===== src/rtl/spi_slv_pkg.sv =====
// Shared definitions for the SPI word slave.
// Assumes the host data width is at least 4 bits, so the status fields fit.
package spi_slv_pkg;
    typedef enum logic [1:0] {
        REG_RX   = 2'd0,
        REG_TX   = 2'd1,
        REG_STAT = 2'd2,
        REG_CTRL = 2'd3
    } reg_addr_e;

    localparam int STAT_RRDY = 0;
    localparam int STAT_TRDY = 1;
    localparam int STAT_ROE  = 2;
    localparam int CTRL_RXIE = 0;
    localparam int CTRL_TXIE = 1;
endpackage


===== src/rtl/spi_in_sync.sv =====
// Brings sclk, select and mosi into the system clock through a flop chain.
// Reports sclk edges and the start of a select.
// Assumes clk runs at least 4x faster than sclk.
module spi_in_sync #(
    parameter int STAGES = 2
) (
    input  logic clk,
    input  logic rst_n,
    input  logic sclk,
    input  logic ss_n,
    input  logic mosi,
    output logic sclk_rise,
    output logic sclk_fall,
    output logic sel_start,
    output logic sel_active,
    output logic mosi_s
);
    localparam logic [2:0] RST_V = 3'b010;   // {mosi, ss_n, sclk} idle values

    logic [2:0] raw;
    logic [2:0] synced;
    logic       sclk_prev;
    logic       ss_prev;

    assign raw = {mosi, ss_n, sclk};

    genvar g;
    generate
        for (g = 0; g < STAGES; g++) begin : g_stage
            logic [2:0] q;
            if (g == 0) begin : g_first
                // First capture stage of the raw pins.
                always_ff @(posedge clk) begin
                    if (!rst_n) q <= RST_V;
                    else        q <= raw;
                end
            end else begin : g_next
                // Later stages: settle metastability.
                always_ff @(posedge clk) begin
                    if (!rst_n) q <= RST_V;
                    else        q <= g_stage[g-1].q;
                end
            end
        end
    endgenerate

    assign synced = g_stage[STAGES-1].q;

    // Keep the previous synchronized sclk and select for edge detection.
    always_ff @(posedge clk) begin
        if (!rst_n) begin
            sclk_prev <= 1'b0;
            ss_prev   <= 1'b1;
        end else begin
            sclk_prev <= synced[0];
            ss_prev   <= synced[1];
        end
    end

    assign sclk_rise  = synced[0] & ~sclk_prev;
    assign sclk_fall  = ~synced[0] & sclk_prev;
    assign sel_active = ~synced[1];
    assign sel_start  = ss_prev & ~synced[1];
    assign mosi_s     = synced[2];
endmodule


===== src/rtl/spi_shift_core.sv =====
// Shift registers for one word per select, SPI mode 0, MSB first.
// Loads the transmit word when select starts. Signals the last bit with a
// one-cycle pulse and the completed word. Drops partial words when select
// ends, and ignores edges after the word is complete.
module spi_shift_core #(
    parameter int DW = 8
) (
    input  logic          clk,
    input  logic          rst_n,
    input  logic          sclk_rise,
    input  logic          sclk_fall,
    input  logic          sel_start,
    input  logic          sel_active,
    input  logic          mosi_s,
    input  logic [DW-1:0] tx_word,
    output logic          miso_bit,
    output logic          word_done,
    output logic [DW-1:0] rx_next
);
    localparam int CW = (DW > 1) ? $clog2(DW) : 1;
    localparam logic [CW-1:0] LAST = CW'(DW - 1);

    logic [DW-1:0] tx_sr;
    logic [DW-1:0] rx_sr;
    logic [CW-1:0] bit_cnt;
    logic          locked;

    assign rx_next   = {rx_sr[DW-2:0], mosi_s};
    assign word_done = sel_active & ~sel_start & ~locked & sclk_rise & (bit_cnt == LAST);
    assign miso_bit  = tx_sr[DW-1];

    // Frame control: clear on select start or end, count rising edges.
    always_ff @(posedge clk) begin
        if (!rst_n) begin
            bit_cnt <= '0;
            locked  <= 1'b0;
        end else if (sel_start || !sel_active) begin
            bit_cnt <= '0;
            locked  <= 1'b0;
        end else if (sclk_rise && !locked) begin
            if (bit_cnt == LAST) begin
                bit_cnt <= '0;
                locked  <= 1'b1;
            end else begin
                bit_cnt <= bit_cnt + 1'b1;
            end
        end
    end

    // Receive shifter: sample mosi on rising sclk.
    always_ff @(posedge clk) begin
        if (!rst_n)                                       rx_sr <= '0;
        else if (sel_start)                               rx_sr <= '0;
        else if (sel_active && sclk_rise && !locked)      rx_sr <= rx_next;
    end

    // Transmit shifter: load at select start, advance on falling sclk.
    always_ff @(posedge clk) begin
        if (!rst_n)                                       tx_sr <= '0;
        else if (sel_start)                               tx_sr <= tx_word;
        else if (sel_active && sclk_fall && !locked)      tx_sr <= {tx_sr[DW-2:0], 1'b0};
    end
endmodule


===== src/rtl/spi_host_regs.sv =====
// Host-side register file: receive, transmit, status and control.
// Read data is combinational. A read of the receive register clears the
// receive-ready flag on the clock edge where the read strobe is high.
module spi_host_regs
    import spi_slv_pkg::*;
#(
    parameter int DW = 8
) (
    input  logic          clk,
    input  logic          rst_n,
    input  logic [1:0]    addr,
    input  logic          wr,
    input  logic [DW-1:0] wdata,
    input  logic          rd,
    output logic [DW-1:0] rdata,
    input  logic          word_done,
    input  logic [DW-1:0] rx_next,
    input  logic          sel_start,
    output logic [DW-1:0] tx_word,
    output logic [DW-1:0] rx_data,
    output logic          rrdy,
    output logic          trdy,
    output logic          roe,
    output logic          irq_rx,
    output logic          irq_tx
);
    logic [1:0] ctrl;
    logic       rx_rd;
    logic       tx_wr;
    logic       roe_clr;

    assign rx_rd   = rd & (addr == REG_RX);
    assign tx_wr   = wr & (addr == REG_TX);
    assign roe_clr = wr & (addr == REG_STAT) & wdata[STAT_ROE];

    // Receive register and flags, updated by completed words and host reads.
    always_ff @(posedge clk) begin
        if (!rst_n) begin
            rx_data <= '0;
            rrdy    <= 1'b0;
            roe     <= 1'b0;
        end else begin
            if (word_done) rx_data <= rx_next;
            if (word_done)  rrdy <= 1'b1;
            else if (rx_rd) rrdy <= 1'b0;
            if (word_done && rrdy && !rx_rd) roe <= 1'b1;
            else if (roe_clr)                roe <= 1'b0;
        end
    end

    // Transmit holding register and its ready flag.
    always_ff @(posedge clk) begin
        if (!rst_n) begin
            tx_word <= '0;
            trdy    <= 1'b1;
        end else begin
            if (tx_wr) tx_word <= wdata;
            if (tx_wr)          trdy <= 1'b0;
            else if (sel_start) trdy <= 1'b1;
        end
    end

    // Interrupt enable register.
    always_ff @(posedge clk) begin
        if (!rst_n)                         ctrl <= '0;
        else if (wr && addr == REG_CTRL)    ctrl <= wdata[1:0];
    end

    // Read multiplexer.
    always_comb begin
        rdata = '0;
        unique case (addr)
            REG_RX:   rdata = rx_data;
            REG_TX:   rdata = tx_word;
            REG_STAT: begin
                rdata[STAT_RRDY] = rrdy;
                rdata[STAT_TRDY] = trdy;
                rdata[STAT_ROE]  = roe;
            end
            REG_CTRL: rdata[1:0] = ctrl;
            default:  rdata = '0;
        endcase
    end

    assign irq_rx = rrdy & ctrl[CTRL_RXIE];
    assign irq_tx = trdy & ctrl[CTRL_TXIE];
endmodule


===== src/rtl/spi_word_slave.sv =====
// Top level: SPI mode 0 slave, one word per select, with host registers.
// miso_oe follows the raw select pin so an external buffer releases the line
// at once when select is high.
module spi_word_slave #(
    parameter int DW          = 8,
    parameter int SYNC_STAGES = 2
) (
    input  logic          clk,
    input  logic          rst_n,
    input  logic [1:0]    host_addr,
    input  logic          host_wr,
    input  logic [DW-1:0] host_wdata,
    input  logic          host_rd,
    output logic [DW-1:0] host_rdata,
    output logic          irq_rx,
    output logic          irq_tx,
    input  logic          spi_sclk,
    input  logic          spi_ss_n,
    input  logic          spi_mosi,
    output logic          spi_miso,
    output logic          spi_miso_oe
);
    logic          sclk_rise;
    logic          sclk_fall;
    logic          sel_start;
    logic          sel_active;
    logic          mosi_s;
    logic          word_done;
    logic [DW-1:0] rx_next;
    logic [DW-1:0] tx_word;
    logic [DW-1:0] rx_data;
    logic          rrdy;
    logic          trdy;
    logic          roe;

    spi_in_sync #(.STAGES(SYNC_STAGES)) u_sync (
        .clk(clk), .rst_n(rst_n),
        .sclk(spi_sclk), .ss_n(spi_ss_n), .mosi(spi_mosi),
        .sclk_rise(sclk_rise), .sclk_fall(sclk_fall),
        .sel_start(sel_start), .sel_active(sel_active), .mosi_s(mosi_s)
    );

    spi_shift_core #(.DW(DW)) u_shift (
        .clk(clk), .rst_n(rst_n),
        .sclk_rise(sclk_rise), .sclk_fall(sclk_fall),
        .sel_start(sel_start), .sel_active(sel_active), .mosi_s(mosi_s),
        .tx_word(tx_word), .miso_bit(spi_miso),
        .word_done(word_done), .rx_next(rx_next)
    );

    spi_host_regs #(.DW(DW)) u_regs (
        .clk(clk), .rst_n(rst_n),
        .addr(host_addr), .wr(host_wr), .wdata(host_wdata),
        .rd(host_rd), .rdata(host_rdata),
        .word_done(word_done), .rx_next(rx_next), .sel_start(sel_start),
        .tx_word(tx_word), .rx_data(rx_data),
        .rrdy(rrdy), .trdy(trdy), .roe(roe),
        .irq_rx(irq_rx), .irq_tx(irq_tx)
    );

    assign spi_miso_oe = ~spi_ss_n;
endmodule


===== config.mk =====
export PLATFORM = sky130hd
export DESIGN_NAME = spi_word_slave
export DESIGN_NICKNAME = d
export VERILOG_FILES = /design/src/rtl/spi_slv_pkg.sv /design/src/rtl/spi_in_sync.sv /design/src/rtl/spi_shift_core.sv /design/src/rtl/spi_host_regs.sv /design/src/rtl/spi_word_slave.sv
export SDC_FILE = /design/constraint.sdc
export NUM_CORES = 1
export LEC_CHECK = 0
export CAP_MARGIN = 20
export CELL_PAD_IN_SITES_DETAIL_PLACEMENT = 1
export CELL_PAD_IN_SITES_GLOBAL_PLACEMENT = 1
export CORE_MARGIN = 5
export CORE_UTILIZATION = 38
export CTS_CLUSTER_DIAMETER = 50
export DETAILED_ROUTE_END_ITERATION = 16
export PLACE_DENSITY_LB_ADDON = 0.1
export RECOVER_POWER = 25
export SYNTH_ARGS = -nofsm -noshare
export SYNTH_HDL_FRONTEND = slang
export SYNTH_SLANG_ARGS = --single-unit

===== constraint.sdc =====
create_clock -name clk -period 2.94 [get_ports clk]
set_input_delay 0.588 -clock clk [delete_from_list [all_inputs] [get_ports clk]]
set_output_delay 0.588 -clock clk [all_outputs]
set_load 0.05 [all_outputs]

# After elaboration in Yosys (flattened, before gate mapping)

Index checks and enable logic that the tools add are counted.

Add/sub/neg operators: 1
Eq/ne operators: 4
Mux-type cells: 12
Bitwise logic cells: 20
Reduce and logical (&&, ||, !) cells: 19

Operators by type and width:

| kind                                                                   | number |
|---|---|
| 8-bit two-way mux                                                      | 2 |
| 1-bit AND                                                              | 13 |
| 5-bit one-hot mux with 2 select lines                                  | 1 |
| 1-bit logical AND                                                      | 8 |
| 2-bit one-hot mux with 4 select lines                                  | 1 |
| 2-bit nonzero test                                                     | 4 |
| 1-bit NOT                                                              | 7 |
| 1-bit two-way mux                                                      | 6 |
| 2-bit equality test (second input constant)                            | 2 |
| 2-bit OR reduction                                                     | 2 |
| 3-bit by 1-bit adder with 3-bit output (second input constant)         | 1 |
| 3-bit equality test (second input constant)                            | 1 |
| 3-bit two-way mux                                                      | 1 |
| 1-bit one-hot mux with 3 select lines                                  | 1 |
| 2-bit by 1-bit equality test with 1-bit output (second input constant) | 1 |
| 1-bit logical NOT                                                      | 2 |
| 2-bit logical NOT                                                      | 1 |
| 2-bit AND reduction                                                    | 1 |
| 1-bit logical OR                                                       | 1 |

Register bits: 48
Input port bits: 17

# Longest topological paths before layout

Gate-level depths: netlist of run 1.

Depth after elaboration: 10
Mapped depth: 5
Gate-level depth less buffers: 5

# Cells and area by module

From an unflattened synthesis of run 1, not the netlist that was laid out.

Cell total of the unflattened synthesis: 218
Area total of the unflattened synthesis: 2019.4 um^2

Modules (own cells, without submodules):

| module         | times used | cells an instance | area an instance (um^2) |
|---|---|---|---|
| spi_host_regs  | 1          | 101               | 985.9 |
| spi_shift_core | 1          | 96                | 797.0 |
| spi_in_sync    | 1          | 20                | 232.7 |
| spi_word_slave | 1          | 1                 | 3.8 |

# Worst setup path after synthesis of run 1

No wires, ideal clock.

Kind: input -> output
Start: input port host_addr[1]
End: output port host_rdata[2]
Data arrival time: 1964 ps
Data required time: 2352 ps
Slack: 388 ps
Stages: 3
Cells stage by stage: buf_2 > mux2i_1 > o21ai_0

Longest elaborated chain between the ends: 2
Elaborated cells on any way between the ends: 4
Classes of those cells: eq/ne (2); mux (1); reduce/logical (1)

RTL lines:

| item                                        | RTL line             | RTL |
|---|---|---|
| from (decl)                                 | spi_word_slave.sv:10 | `input logic [1:0] host_addr,` |
| 2-bit equality test (tied with other cells) | spi_host_regs.sv:72  | `unique case (addr)` |
| 1-bit one-hot mux with 3 select lines *     | spi_host_regs.sv:72  |  |
| to (decl)                                   | spi_word_slave.sv:14 | `output logic [DW-1:0] host_rdata,` |

Every way passes the cells marked *; elsewhere a longest branch is shown, timed or not.

# Worst setup path in the final report of run 1

Start: input port host_addr[0]
End: output port host_rdata[0]

Longest elaborated chain between the ends: 2
Elaborated cells on any way between the ends: 5
Classes of those cells: eq/ne (3); mux (1); reduce/logical (1)

RTL lines:

| item                                        | RTL line |
|---|---|
| 2-bit equality test (tied with other cells) | spi_host_regs.sv:72 |
| 2-bit one-hot mux with 4 select lines *     | spi_host_regs.sv:72 |

Marked as above.

==> flow_summary.json, run 1 <==
{
  "crit_path_end_kind": "primary output",
  "cts_tree": "yes",
  "synth_nets": 232,
  "placementRows": 27,
  "maxCapViolations": 0,
  "yosysUniqueCellTypes": 31,
  "slew_viol_final": 0,
  "outcome": "finished clean",
  "worstMarginPinSlew_ns": 0.7475,
  "vdd.ir_drop.worst_uv": 183.9,
  "crit_slowest_cell": "clkdlybuf4s50_1",
  "dieArea_um2": 7048,
  "met3_length_um": 165,
  "yosys_warnings": 0,
  "grt_pass1_vias": 1597,
  "p_int_mw": 0.9078,
  "syn2layout_area_growth_pct": 23.66,
  "route.met2.wl_mm": 2.390,
  "switchingPower_mw": 0.2696,
  "worstPathArrival_ns": 1.99,
  "highest_layer": "met4",
  "first_pass_iters": 4,
  "path_class": "primary input to primary output",
  "cts_sinks": 48,
  "finish.utilization_pct": 47.55,
  "ctsRootBufferMaster": "clkbuf_8",
  "insertion_delay_ns": 0.29,
  "fin_nets": 262,
  "p_leak_nw": 0.9588,
  "hp-class": "flip-flop to flip-flop",
  "n_fill_cell": 612,
  "drcViolationCount": 0,
  "finClkSkew_ns": 0.006749,
  "finalSetupViolations": 0,
  "drt_iter0_markers": 35,
  "initial_utilization_pct": 38.45,
  "vias_per_cell": 4.886,
  "postCtsSetupBuffers": 0,
  "num_antenna_cells": 0,
  "grt_overflow": 0,
  "cts-resized-gates": 0,
  "grt_pass1_wl_mm": 7.969,
  "grt_antenna_before_repair": 0,
  "ios": 29,
  "netSwitchingFraction_pct": 22.90,
  "min_period_ns": 2.575,
  "clockPowerShare_pct": 33.8,
  "min_period_over_period_pct": 87.60,
  "synth_area_um2": 2078,
  "grt_start_max_net_pins": 19,
  "post-dp-hpwl_mm": 3.665,
  "combPwrFrac_pct": 9.2,
  "rsz0062_at_grt": "no",
  "cts_hold_buf": 0,
  "ctsLongestPathBuffers": 2,
  "crit_required_ns": 2.35,
  "gp_congestion": 0.7229,
  "drtAntennaViolNets": 0,
  "start_kind": "primary input",
  "finalSetupTns_ns": 0,
  "power.density_nw_per_um2": 458.1,
  "yosysSeqAreaShare_pct": 46.24,
  "max_freq_mhz": 388.3,
  "die_y_um": 83.96,
  "synth_area_per_cell_um2": 9.757,
  "hold_viol_final": 0,
  "grt_use_total_pct": 13.97,
  "synth-seq-cells": 48,
  "die_w_um": 83.96,
  "cp_cell_sequence": "clkdlybuf4s50_1 > mux4_2 > buf_4",
  "worst_slew_margin_rel_pct": 50.00,
  "via_count": 1544,
  "drive_gt1_share_pct": 12.70,
  "slowest_delay_ns": 0.80,
  "met1_length_mm": 2.077,
  "io_buffers": 28,
  "htree_levels": 2,
  "synthCells": 213,
  "critPathMaxFanout": 13,
  "path_clk_slew_ns": 0.08,
  "sequentialPowerShare_pct": 57.0,
  "routed_wl_mm": 4.677,
  "core-area_um2": 5405,
  "cts_buffers": 5,
  "wl_per_cell_um": 14.80
}
[layout make-up]
type | instances | area, um2 | share of cell area (%)
Tap cell | 72 | 90.09 | 3.505
Multi-Input combinational cell | 151 | 1045 | 40.65
Clock buffer | 8 | 90.09 | 3.505
Inverter | 3 | 11.26 | 0.4382
Sequential cell | 48 | 960.9 | 37.39
Timing Repair Buffer | 34 | 372.9 | 14.51
[layout by cell type, fill, tap and decap left out, types with 2 or more instances in the layout]
master / count
o21ai_0: 2
inv_1: 3
or2_2: 7
mux4_2: 2
buf_12: 6
clkbuf_8: 6
clkbuf_1: 4
and2_1: 5
o211ai_1: 7
and2_0: 3
nor2_1: 10
ha_1: 2
nand2_1: 42
nand3b_1: 2
nand2b_1: 4
mux2i_1: 34
dfxtp_1: 48
nor2b_1: 11
buf_4: 6
clkdlybuf4s50_1: 19
a21oi_1: 7
[routing by layer]
layer,up-vias,GRT usage (%)
met5,-,0
met4,0,3.509
met3,6,3.949
met2,24,24.80
met1,733,16.49
li1,781,-
[flip-flops by register name (all words and copies together), names as in the netlist, 2 cells and up]
register,cells
u_regs.ctrl,2
u_shift.tx_sr,8
u_shift.rx_sr,7
u_shift.bit_cnt,3
u_sync.g_stage.q,6
u_regs.tx_word,8
u_regs.rx_data,8
[synthesized netlist by cell type]
master    instances  area share (%)
nand2b_1          4             1.2
nor4b_4           1             1.1
nor3b_1           1            0.36
o211ai_1          7             2.5
nor2_1           10             1.8
o21a_1            1            0.36
clkbuf_1          7             1.3
a31oi_1           1            0.30
and3_4            1            0.54
a21oi_1           7             1.7
nand3b_1          2            0.72
buf_2             3            0.72
buf_12            1            0.96
and2_1            8             2.4
or2_2             7             2.1
nand3_1           1            0.24
inv_1             3            0.54
mux4_2            2             2.2
nand4b_1          1            0.42
nand2_1          42             7.6
or3b_2            1            0.42
o41ai_4           1             1.3
mux2i_1          34              16
or4b_1            1            0.48
o21ai_0           2            0.48
nor2b_1          11             3.3
dfxtp_1          48              46
ha_1              2             1.2
o22ai_1           1            0.30
and3_1            1            0.30
a41o_1            1            0.48
[worst paths after layout]
kind,from,depth (start not counted),slack [ns],end
worst max-delay path,host_addr[0],3,0.36,host_rdata[0]
worst min-delay path,u_sync.g_stage[0].q[1],1,0.41,u_sync.g_stage[1].q[1]
worst max register to register,u_sync.sclk_prev,3,1.37,u_shift.tx_sr[1]
worst min register to register,u_sync.g_stage[0].q[1],1,0.41,u_sync.g_stage[1].q[1]
[stage by stage]
step                area (um2)  hold WS, ns  total power [mW]  worst slack [ns]  cells
finish                    2570       0.4105             1.177            0.3645    316
global route              2570       0.4478             1.233            0.3129    316
CTS                       2577       0.4190             1.196            0.3638    316
detailed placement        2487       0.3984            0.7985            0.3576    308
global placement          2487       0.3998            0.7950            0.4031    308
floorplan                 2078       0.3863            0.7491            0.3876    213
[power by group through the flow]
stage                     logic, mW  clock network [mW]  registers, mW
after floorplan              0.0660                   0          0.683
after global placement        0.108                   0          0.687
after detailed placement      0.111                   0          0.687
after CTS                     0.112               0.413          0.672
after global routing          0.118               0.442          0.673
final                         0.109               0.397          0.671
[cell families (layout without fill, tap and decap cells)]
group	after synthesis	in the layout	share of synthesized area (%)
AND/OR/NAND/NOR	92	92	23.06
flip-flops	48	48	46.24
buffers and inverters	14	45	3.492
AO/OA/AOI/OAI	21	21	7.466
multiplexers	36	36	18.54
adder cells (fa/ha/maj)	2	2	1.204
[critical path: cells and delay by family]
family	cells	cell delay, ns
buffers and inverters	2	1.00
multiplexers	1	0.39
No activity file was read; power rests on OpenSTA's default activity.
==> inputs of run 2 (changes only) <==
--- a/config.mk
+++ b/config.mk
@@ -5,7 +5,6 @@
 export SDC_FILE = /design/constraint.sdc
 export NUM_CORES = 1
 export LEC_CHECK = 0
-export CAP_MARGIN = 20
 export CELL_PAD_IN_SITES_DETAIL_PLACEMENT = 1
 export CELL_PAD_IN_SITES_GLOBAL_PLACEMENT = 1
 export CORE_MARGIN = 5
@@ -14,6 +13,7 @@
 export DETAILED_ROUTE_END_ITERATION = 16
 export PLACE_DENSITY_LB_ADDON = 0.1
 export RECOVER_POWER = 25
+export SETUP_SLACK_MARGIN = 0.1
 export SYNTH_ARGS = -nofsm -noshare
 export SYNTH_HDL_FRONTEND = slang
 export SYNTH_SLANG_ARGS = --single-unit
==> results of run 2 <==
No change in the layout: final DEF, timing and power equal those of run 1.
